[src/rtl/swl_pkg.sv]
package swl_pkg;

    typedef enum logic [1:0] {
        ST_IDLE   = 2'd0,
        ST_SHIFT  = 2'd1,
        ST_COMMIT = 2'd2
    } frame_state_t;

endpackage

[src/rtl/swl_sync.sv]
module swl_sync #(
    parameter int              WIDTH   = 3,
    parameter int              STAGES  = 2,
    parameter logic [WIDTH-1:0] RST_VAL = '0
) (
    input  logic             clk,
    input  logic             rst_n,
    input  logic [WIDTH-1:0] async_in,
    output logic [WIDTH-1:0] sync_out
);

    logic [WIDTH-1:0] stage_q [STAGES];

    always_ff @(posedge clk or negedge rst_n) begin
        if (!rst_n) begin
            for (int i = 0; i < STAGES; i++) begin
                stage_q[i] <= RST_VAL;
            end
        end else begin
            stage_q[0] <= async_in;
            for (int i = 1; i < STAGES; i++) begin
                stage_q[i] <= stage_q[i-1];
            end
        end
    end

    assign sync_out = stage_q[STAGES-1];

endmodule

[src/rtl/swl_edge.sv]
module swl_edge #(
    parameter int               WIDTH   = 2,
    parameter logic [WIDTH-1:0] RST_VAL = '0
) (
    input  logic             clk,
    input  logic             rst_n,
    input  logic [WIDTH-1:0] level,
    output logic [WIDTH-1:0] rise,
    output logic [WIDTH-1:0] fall
);

    logic [WIDTH-1:0] prev_q;

    always_ff @(posedge clk or negedge rst_n) begin
        if (!rst_n) begin
            prev_q <= RST_VAL;
        end else begin
            prev_q <= level;
        end
    end

    generate
        for (genvar g = 0; g < WIDTH; g++) begin : g_bit
            assign rise[g] = level[g] & ~prev_q[g];
            assign fall[g] = ~level[g] & prev_q[g];
        end
    endgenerate

endmodule

[src/rtl/swl_frame_fsm.sv]
module swl_frame_fsm
    import swl_pkg::*;
(
    input  logic         clk,
    input  logic         rst_n,
    input  logic         cs_fall,
    input  logic         cs_rise,
    output frame_state_t state_q,
    output logic         selected,
    output logic         commit
);

    frame_state_t state_d;

    always_ff @(posedge clk or negedge rst_n) begin
        if (!rst_n) begin
            state_q <= ST_IDLE;
        end else begin
            state_q <= state_d;
        end
    end

    always_comb begin
        state_d = state_q;
        unique case (state_q)
            ST_IDLE:   if (cs_fall) state_d = ST_SHIFT;
            ST_SHIFT:  if (cs_rise) state_d = ST_COMMIT;
            ST_COMMIT: state_d = ST_IDLE;
            default:   state_d = ST_IDLE;
        endcase
    end

    always_comb begin
        selected = 1'b0;
        commit   = 1'b0;
        unique case (state_q)
            ST_IDLE:   selected = 1'b0;
            ST_SHIFT:  selected = ~cs_rise;
            ST_COMMIT: commit   = 1'b1;
            default:   selected = 1'b0;
        endcase
    end

    AST_COMMIT_ONE_CYCLE: assert property (@(posedge clk) disable iff (!rst_n)
        (state_q == ST_COMMIT) |=> (state_q == ST_IDLE));

endmodule

[src/rtl/swl_shreg.sv]
module swl_shreg #(
    parameter int WIDTH = 8
) (
    input  logic             clk,
    input  logic             rst_n,
    input  logic             selected,
    input  logic             shift_pulse,
    input  logic             out_pulse,
    input  logic             din,
    output logic [WIDTH-1:0] shreg_q,
    output logic             dout_q
);

    localparam int TOP = WIDTH - 1;

    always_ff @(posedge clk or negedge rst_n) begin
        if (!rst_n) begin
            shreg_q <= '0;
        end else if (selected && shift_pulse) begin
            shreg_q <= {shreg_q[TOP-1:0], din};
        end
    end

    always_ff @(posedge clk or negedge rst_n) begin
        if (!rst_n) begin
            dout_q <= 1'b0;
        end else if (!selected || out_pulse) begin
            dout_q <= shreg_q[TOP];
        end
    end

    AST_DOUT_ON_FALL: assert property (@(posedge clk) disable iff (!rst_n)
        !$stable(dout_q) |-> $past(!selected || out_pulse));

endmodule

[src/rtl/swl_ctrl_latch.sv]
module swl_ctrl_latch
    import swl_pkg::*;
#(
    parameter int N_SW        = 8,
    parameter int SYNC_STAGES = 2
) (
    input  logic            clk,
    input  logic            rst_n,
    input  logic            cs_n,
    input  logic            sclk,
    input  logic            sdi,
    output logic            sdo,
    output logic [N_SW-1:0] sw_en
);

    localparam int PIN_CS   = 2;
    localparam int PIN_SCLK = 1;
    localparam int PIN_SDI  = 0;

    logic [2:0]      pins_s;
    logic [1:0]      edge_rise;
    logic [1:0]      edge_fall;
    frame_state_t    state_q;
    logic            selected;
    logic            commit;
    logic [N_SW-1:0] shreg_q;
    logic [N_SW-1:0] sw_en_q;

    swl_sync #(
        .WIDTH   (3),
        .STAGES  (SYNC_STAGES),
        .RST_VAL (3'b100)
    ) u_sync (
        .clk      (clk),
        .rst_n    (rst_n),
        .async_in ({cs_n, sclk, sdi}),
        .sync_out (pins_s)
    );

    swl_edge #(
        .WIDTH   (2),
        .RST_VAL (2'b10)
    ) u_edge (
        .clk   (clk),
        .rst_n (rst_n),
        .level ({pins_s[PIN_CS], pins_s[PIN_SCLK]}),
        .rise  (edge_rise),
        .fall  (edge_fall)
    );

    swl_frame_fsm u_fsm (
        .clk      (clk),
        .rst_n    (rst_n),
        .cs_fall  (edge_fall[1]),
        .cs_rise  (edge_rise[1]),
        .state_q  (state_q),
        .selected (selected),
        .commit   (commit)
    );

    swl_shreg #(
        .WIDTH (N_SW)
    ) u_shreg (
        .clk         (clk),
        .rst_n       (rst_n),
        .selected    (selected),
        .shift_pulse (edge_rise[0]),
        .out_pulse   (edge_fall[0]),
        .din         (pins_s[PIN_SDI]),
        .shreg_q     (shreg_q),
        .dout_q      (sdo)
    );

    always_ff @(posedge clk or negedge rst_n) begin
        if (!rst_n) begin
            sw_en_q <= '0;
        end else if (commit) begin
            sw_en_q <= shreg_q;
        end
    end

    assign sw_en = sw_en_q;

    AST_HOLD_IN_WINDOW: assert property (@(posedge clk) disable iff (!rst_n)
        (state_q == ST_SHIFT) |=> $stable(sw_en_q));

    AST_LOAD_ON_COMMIT: assert property (@(posedge clk) disable iff (!rst_n)
        (state_q == ST_COMMIT) |=> (sw_en_q == $past(shreg_q)));

    AST_FROZEN_DESELECTED: assert property (@(posedge clk) disable iff (!rst_n)
        (state_q != ST_SHIFT) |=> $stable(shreg_q));

endmodule

[config.mk]
export PLATFORM = sky130hd
export DESIGN_NAME = swl_ctrl_latch
export DESIGN_NICKNAME = d
export VERILOG_FILES = /design/src/rtl/swl_pkg.sv /design/src/rtl/swl_sync.sv /design/src/rtl/swl_edge.sv /design/src/rtl/swl_frame_fsm.sv /design/src/rtl/swl_shreg.sv /design/src/rtl/swl_ctrl_latch.sv
export SDC_FILE = /design/constraint.sdc
export NUM_CORES = 1
export LEC_CHECK = 0
export ABC_AREA = 1
export CORE_MARGIN = 3
export CORE_UTILIZATION = 45
export DETAILED_ROUTE_END_ITERATION = 7
export GPL_TIMING_DRIVEN = 0
export PLACE_DENSITY_LB_ADDON = 0.15
export SKIP_CTS_REPAIR_TIMING = 1
export SYNTH_ARGS = -nofsm -noshare
export SYNTH_HDL_FRONTEND = slang
export SYNTH_SLANG_ARGS = --single-unit
export TNS_END_PERCENT = 1
[constraint.sdc]
create_clock -name clk -period 2.03 [get_ports clk]
set_input_delay 0.5075 -clock clk [delete_from_list [all_inputs] [get_ports clk]]
set_output_delay 0.5075 -clock clk [all_outputs]
set_load 0.02 [all_outputs]
## Yosys cells after proc, flatten, opt, wreduce, memory -nomap -nowiden

Index checks and enable logic that the tools add are counted.

- Output and inout port bits: 9
- Register bits after elaboration: 27
- Logic and storage cells: 30

- Bitwise operators: 9
- Multiplexer cells: 5
- Equality and inequality tests: 4
- Reduce and logical (&&, ||, !) cells: 5

Operators by type and width:

| operator | number |
|---|---|
| $not A1 Y1 | 5 |
| $and A1 B1 Y1 | 4 |
| $mux W2 | 2 |
| $ne A2 B1 Y1 const B | 2 |
| $pmux W2 S2 | 1 |
| $eq A2 B1 Y1 const B | 1 |
| $eq A2 B2 Y1 const B | 1 |
| $logic_not A2 Y1 | 1 |
| $mux W1 | 2 |
| $reduce_and A2 Y1 | 1 |
| $logic_and A1 B1 Y1 | 1 |
| $logic_not A1 Y1 | 1 |
| $logic_or A1 B1 Y1 | 1 |

## Logic depth before layout (Yosys ltp)

Gate-level depths: netlist (run 1).

- Word-level depth: 6
- Mapped depth: 6

## By module

A second synthesis (run 1) with hierarchy kept.

- Cell total of the unflattened synthesis: 106
- Area total of the unflattened synthesis: 1,022.2 um^2

Modules (own cells, without submodules):

| module | sequential area each (um^2) | instances | cells an instance | area an instance (um^2) |
|---|---|---|---|---|
| swl_shreg | 225.2 | 1 | 41 | 371.6 |
| swl_ctrl_latch | 200.2 | 1 | 34 | 305.3 |
| swl_sync | 152.6 | 1 | 9 | 175.2 |
| swl_frame_fsm | 50.0 | 1 | 12 | 88.8 |
| swl_edge | 51.3 | 1 | 10 | 81.3 |

## Worst setup path after synthesis (run 1)

No wires, ideal clock.

- Path kind: register to register
- From: reg u_sync.stage_q (netlist bit u_sync.sync_out[2])
- To: reg u_shreg.shreg_q[1]
- Required time: 1.913 ns
- Library setup time: 0.117 ns
- Period minus slack after synthesis: 1.004 ns
- Setup slack: 1.026 ns
- Stages on the path, launching flop included: 5
- Arrival time: 0.887 ns
- Buffers on the path: 1
- Cells stage by stage: dfstp_2 > nand2_2 > buf_4 > nand4_1 > nand2_1

- Word-level cells in the longest chain between the ends: 4

RTL lines:

| element | line | text |
|---|---|---|
| from (decl) | swl_sync.sv:12 | `logic [WIDTH-1:0] stage_q [STAGES];` |
| from (signal, indexed assignment) | swl_sync.sv:22 | `stage_q[i] <= stage_q[i-1];` |
| $and A1 B1 Y1 | swl_edge.sv:24 | `assign rise[g] = level[g] & ~prev_q[g];` |
| $not A1 Y1 | swl_frame_fsm.sv:38 | `ST_SHIFT: selected = ~cs_rise;` |
| $mux W1 | swl_frame_fsm.sv:36 | `unique case (state_q)` |
| $logic_and A1 B1 Y1 | swl_shreg.sv:19 | `end else if (selected && shift_pulse) begin` |
| to (signal assigned) | swl_shreg.sv:20 | `shreg_q <= {shreg_q[TOP-1:0], din};` |
| to (decl) | swl_shreg.sv:10 | `output logic [WIDTH-1:0] shreg_q,` |

No other way between the ends.
A chain may end at the register's enable or synchronous reset.

## Final worst setup path (run 1)

- From: reg u_shreg.dout_q
- To: out sdo

RTL lines:

| element | line | text |
|---|---|---|
| from (decl) | swl_shreg.sv:11 | `output logic dout_q` |
| from (signal assigned) | swl_shreg.sv:28 | `dout_q <= shreg_q[TOP];` |
| to (decl) | swl_ctrl_latch.sv:12 | `output logic sdo,` |

No word-level cell between the ends.

==> results of run 1 <==
==> cell families after synthesis <==
| kind of cell | Yosys count |
|---|---|
| AO/OA/AOI/OAI | 1 |
| buffers and inverters | 7 |
| AND/OR/NAND/NOR | 61 |
| flip-flops | 27 |
==> power by group through the flow <==
stage / clock network, uW / registers [uW] / logic [uW]
2_1_floorplan: 0 / 708 / 96.1
3_3_place_gp: 0 / 678 / 229
3_5_place_dp: 0 / 679 / 233
4_1_cts: 227 / 668 / 233
5_1_grt: 252 / 678 / 256
6_report: 216 / 668 / 228
==> final timing paths <==
| check | start | end | depth (start not counted) | slack, ns |
|---|---|---|---|---|
| min reg2reg | u_sync.stage_q[5]$_DFF_PN1_ | u_sync.sync_out[2]$_DFF_PN1_ | 0 | 0.37 |
| max reg2reg | u_edge.prev_q[1]$_DFF_PN1_ | u_shreg.shreg_q[5]$_DFFE_PN0P_ | 5 | 0.91 |
| min | u_sync.stage_q[5]$_DFF_PN1_ | u_sync.sync_out[2]$_DFF_PN1_ | 0 | 0.37 |
| max in group asynchronous | rst_n | u_shreg.shreg_q[4]$_DFFE_PN0P_ | 1 | 0.56 |
| max | u_shreg.dout_q$_DFFE_PN0P_ | sdo | 1 | 0.24 |
| min in group asynchronous | rst_n | sw_en[7]$_DFFE_PN0N_ | 1 | 0.79 |
==> layout make-up <==
| cell class | instances | area [sq um] |
|---|---|---|
| Timing Repair Buffer | 13 | 130.1 |
| Sequential cell | 27 | 679.4 |
| Inverter | 3 | 11.26 |
| Buffer | 4 | 27.53 |
| Tap cell | 27 | 33.78 |
| Clock buffer | 4 | 26.28 |
| Fill cell | 172 | 849.6 |
| Multi-Input combinational cell | 62 | 304.0 |
==> metal layers <==
layer / wire (microns) / GRT usage / vias to the layer above / part of all wire
met5: 0 / 0 / - / 0
met4: 13 / 0.07660 / 0 / 0.0082
met3: 63 / 0.02493 / 2 / 0.040
met2: 727 / 0.2056 / 11 / 0.46
met1: 772 / 0.1877 / 313 / 0.49
li1: - / - / 351 / -
==> through the flow <==
stage / hold WS, ns / total power [uW] / cells
global route: 0.3756 / 1186 / 140
CTS: 0.3686 / 1128 / 140
floorplan: 0.2119 / 804.1 / 96
detailed placement: 0.3428 / 911.8 / 136
finish: 0.3665 / 1113 / 140
global placement: 0.3381 / 906.6 / 136
==> Yosys cell counts <==
library cell	number	share of area
nand3_1	8	0.039
nor2_1	2	0.0073
dfrtp_1	24	0.59
inv_2	1	0.0037
nand2_2	2	0.012
nor2_8	1	0.020
nor2_2	1	0.0061
dfstp_2	3	0.077
nand4_1	9	0.055
buf_2	1	0.0049
nand2_1	35	0.13
nor3_1	1	0.0049
buf_4	3	0.022
nand3_2	2	0.020
o21ai_1	1	0.0049
inv_1	2	0.0073
==> placed cells by master, fill, tap and decap left out <==
cell type	n
nand2_1	35
dfrtp_1	24
clkdlybuf4s50_1	13
nand4_1	9
nand3_1	8
buf_4	3
clkbuf_4	3
dfstp_2	3
inv_1	2
nand2_2	2
nand3_2	2
nor2_1	2
buf_2	1
inv_2	1
nor3_1	1
nor2_2	1
nor2_8	1
o21ai_1	1
clkbuf_1	1
==> sequential cells by signal, indices dropped and copies added, names as in the netlist <==
name             cells
u_edge.prev_q        2
u_sync.sync_out      3
u_fsm.state_q        2
u_shreg.dout_q       1
sw_en                8
u_shreg.shreg_q      8
u_sync.stage_q       3
==> qor.yml, run 1 <==
logic_synthesis:
  yosysSeqAreaShare: 0.6646
  synth_xor_area_frac: 0
  postSynthAreaPerCell_sq_um: 10.65
  syn-num-nets: 101
  synthMuxAreaShare: 0
  synth-simple-area-share: 0.2925
  syn-cell-area_sq_um: 1022
  ys_warn_count: 0
  syn_inst: 96
  synth_seq_cells: 27
  synth_cell_type_count: 16
  synth_top_family_by_area: "simple AND/OR/NAND/NOR gates"
  synth_compound_gate_area_share: 0.004896
  synth_fa_ha_area_frac: 0
clock_network:
  cts_tree: "built"
  cts_buffer_depth: 2
  clock-sinks: 27
  clk_pin_slew_ns: 0.13
  insertion_delay_ns: 0.31
  cts.htree.levels: 1
  cts_buffers: 3
  cts_root_buf: "clkbuf_4"
power:
  internal_power_uw: 795.2
  p_switching_uw: 317.3
  peakVddDrop_v: 0.0004980
  comb_power_share: 0.205
  p_leak_uw: 0.0006136
  p_clk_frac: 0.194
  power.density_nw_per_um2: 917.6
  p_seq_frac: 0.600
  power.share.switching: 0.2852
sta:
  slew_viol_final: 0
  fin_ws_ns: 0.2365
  min_period_ns: 1.793
  fin_crit_sh: 0.8835
  clock.fmax_mhz: 557.6
  relSlewSlack: 0.2349
  setup_tns_ns: 0
  fin_skew_ns: 0.005837
  worst_pin_slew_ns: 1.144
  setup_violations: 0
  rsz0062_at_grt: "no"
  hold_violations: 0
critical_path:
  critPathSlowestCell: "clkdlybuf4s50_1"
  crit_path_end_kind: "output port"
  arrival_ns: 1.29
  crit_path_start_kind: "register"
  path_cells: "clkdlybuf4s50_1"
  required_ns: 1.52
  worst_path_dominant_cell_family: "buffers and inverters"
  worstPathMaxFanout: 2
  crit_type: "reg2out"
  crit_buf_inv: 1
  crit_path_max_incr_delay_ns: 0.60
final_layout:
  syn2layout_area_growth_pct: 18.60
  fin_util: 0.5880
  layout-drive-gt1-share: 0.1504
  n_antenna_cell: 0
  final_design_area_no_fill_sq_um: 1212
  nNetsFinal: 119
floorplanning:
  floorplan.initialDensity: 0.4958
  ios: 14
  die_width_microns: 53.66
  dieArea_sq_um: 2879
  core-area_sq_um: 2062
  rows: 16
  die_y_microns: 53.66
global_routing:
  grt_start_max_net_pins: 28
  track_usage: 0.1375
  grt_pass1_wl_mm: 2.808
  grt_pass1_vias: 651
  overflow: 0
  antenna_found_initial: 0
placed_design:
  hpwl_mm: 1.161
  pre_cts_slack_ns: 0.1172
  io_buffer_count: 13
  place_congestion: 0.7559
  placed_cell_area_sq_um: 1186
drt:
  drt_iter0_markers: 16
  ant_nets: 0
  vias: 677
  first_pass_iters: 4
  via_per_inst: 4.836
  wirelength_mm: 1.577
  routedWlPerCell_microns: 11.26
  drc_errors: 0
run:
  cap_viol_max_count: 0
status:
  outcome: "complete, no violations"
min_path:
  hp-class: "reg2reg"
Power figures use the tool's default switching activity.
==> run 2: changes to the inputs <==
--- a/constraint.sdc
+++ b/constraint.sdc
@@ -3,2 +3,2 @@
 set_output_delay 0.5075 -clock clk [all_outputs]
-set_load 0.02 [all_outputs]
+set_load 0.1 [all_outputs]
==> run 2 against run 1 <==
Sequential share of layout area decreased by 1.0 points. Total power up 17%. Register-to-register slack barely moved. First-iteration DRC count increased by 6.3%. Count of clock-buffer cells in the layout stayed put. Combinational power increased by 82%. Hold slack hardly changed. Critical endpoint unchanged. Clock skew about the same. Non-clock buffer count unchanged. Die area stayed put.
==> qor.yml, run 2 (synthesis results as in run 1) <==
status:
  outcome: "complete, no violations"
placed_design:
  place_congestion: 0.7559
  dpl.cell_count: 136
  pre_cts_slack_ns: 0.05420
  hpwl_mm: 1.161
  io_buffer_count: 13
  placed_cell_area_sq_um: 1186
sta:
  whs_ns: 0.3665
  relSlewSlack: 0.2341
  min_period_ns: 1.944
  fin_ws_ns: 0.08602
  clock.fmax_mhz: 514.4
  worst_pin_slew_ns: 1.145
  fin_skew_ns: 0.005831
  fin_crit_sh: 0.9576
  hold_violations: 0
  setup_violations: 0
  slew_viol_final: 0
  rsz0062_at_grt: "no"
power:
  p_seq_frac: 0.514
  power.density_nw_per_um2: 1051
  power_uw: 1298
  internal_power_uw: 791.8
  p_leak_uw: 0.0007724
  p_switching_uw: 505.9
  p_clk_frac: 0.167
  peakVddDrop_v: 0.0005109
  comb_power_share: 0.320
  power.share.switching: 0.3898
critical_path:
  required_ns: 1.52
  worst_path_dominant_cell_family: "buffers and inverters"
  crit_path_start_kind: "register"
  arrival_ns: 1.44
  crit_path_end_kind: "output port"
  worst-r2r-cell-count: 5
  worstPathMaxFanout: 2
  crit_buf_inv: 1
  crit_type: "reg2out"
  path_cells: "dlymetal6s2s_1"
  worst-path-stages: 1
  crit_path_max_incr_delay_ns: 0.75
  critPathSlowestCell: "dlymetal6s2s_1"
clock_network:
  cts.htree.levels: 1
  cts_buffers: 3
  cts_buffer_depth: 2
  clock-sinks: 27
  cts_root_buf: "clkbuf_4"
  cts_tree: "built"
  insertion_delay_ns: 0.31
  clk_pin_slew_ns: 0.13
global_routing:
  grt_pass1_vias: 651
  grt_start_max_net_pins: 28
  overflow: 0
  grt_pass1_wl_mm: 2.808
  track_usage: 0.1375
  antenna_found_initial: 0
final_layout:
  regArea_sq_um: 679.4
  layout_commonest_cell: "nand2_1"
  nNetsFinal: 119
  final_design_area_no_fill_sq_um: 1235
  n_antenna_cell: 0
  multi_input_area_sq_um: 304.0
  syn2layout_area_growth_pct: 20.81
  final_cells: 140
  layout-drive-gt1-share: 0.1504
  mostFrequentLayoutCells: "nand2_1 (35), dfrtp_1 (24), nand4_1 (9), dlymetal6s2s_1 (9), nand3_1 (8)"
  fillers: 171
min_path:
  hp-class: "reg2reg"
  holdPathStages: 0
floorplanning:
  die_y_microns: 53.66
  die_width_microns: 53.66
  core-area_sq_um: 2062
  floorplan.initialDensity: 0.4958
  rows: 16
  dieArea_sq_um: 2879
  ios: 14
drt:
  first_pass_iters: 4
  vias: 680
  via_per_inst: 4.857
  routedWlPerCell_microns: 11.44
  ant_nets: 0
  drc_errors: 0
  drt_iter0_markers: 17
  wirelength_mm: 1.602
run:
  cap_viol_max_count: 0
==> run 2: final timing paths <==
kind / from / endpoint / slack [ns]
worst max-delay path: u_shreg.dout_q$_DFFE_PN0P_ / sdo / 0.09
worst min-delay path: u_sync.stage_q[5]$_DFF_PN1_ / u_sync.sync_out[2]$_DFF_PN1_ / 0.37
worst max register to register: u_edge.prev_q[1]$_DFF_PN1_ / u_shreg.shreg_q[5]$_DFFE_PN0P_ / 0.91
worst min register to register: u_sync.stage_q[5]$_DFF_PN1_ / u_sync.sync_out[2]$_DFF_PN1_ / 0.37
max in group asynchronous: rst_n / u_shreg.shreg_q[4]$_DFFE_PN0P_ / 0.56
min in group asynchronous: rst_n / sw_en[7]$_DFFE_PN0N_ / 0.79
==> run 2: power groups by stage <==
stage / clock network (uW) / logic, uW / registers [uW]
3_5_place_dp: 0 / 421 / 679
3_3_place_gp: 0 / 417 / 678
2_1_floorplan: 0 / 96.5 / 893
4_1_cts: 227 / 421 / 668
6_report: 216 / 415 / 667
5_1_grt: 252 / 441 / 677
==> run 2: cell type report <==
cell class | instances | area share
inverter | 3 | 0.009119
clock buffer | 4 | 0.02128
buffer | 4 | 0.02229
timing repair buffer | 13 | 0.1236
sequential | 27 | 0.5502
tap | 27 | 0.02736
multi-input combinational | 62 | 0.2462
==> run 2: through the flow <==
| stage | TNS (ns) | util |
|---|---|---|
| 2_1_floorplan | 0 | - |
| 3_3_place_gp | 0 | 0.5752 |
| 3_5_place_dp | 0 | 0.5752 |
| 4_1_cts | -2.709 | 0.5880 |
| 5_1_grt | 0 | 0.5989 |
| 6_report | 0 | 0.5989 |
==> run 2: routing by layer <==
layer,up-vias,share of wire,GRT usage
li1,352,-,-
met1,315,0.49,0.1877
met2,11,0.46,0.2056
met3,2,0.046,0.02493
met4,0,0.0081,0.07660
met5,-,0,0
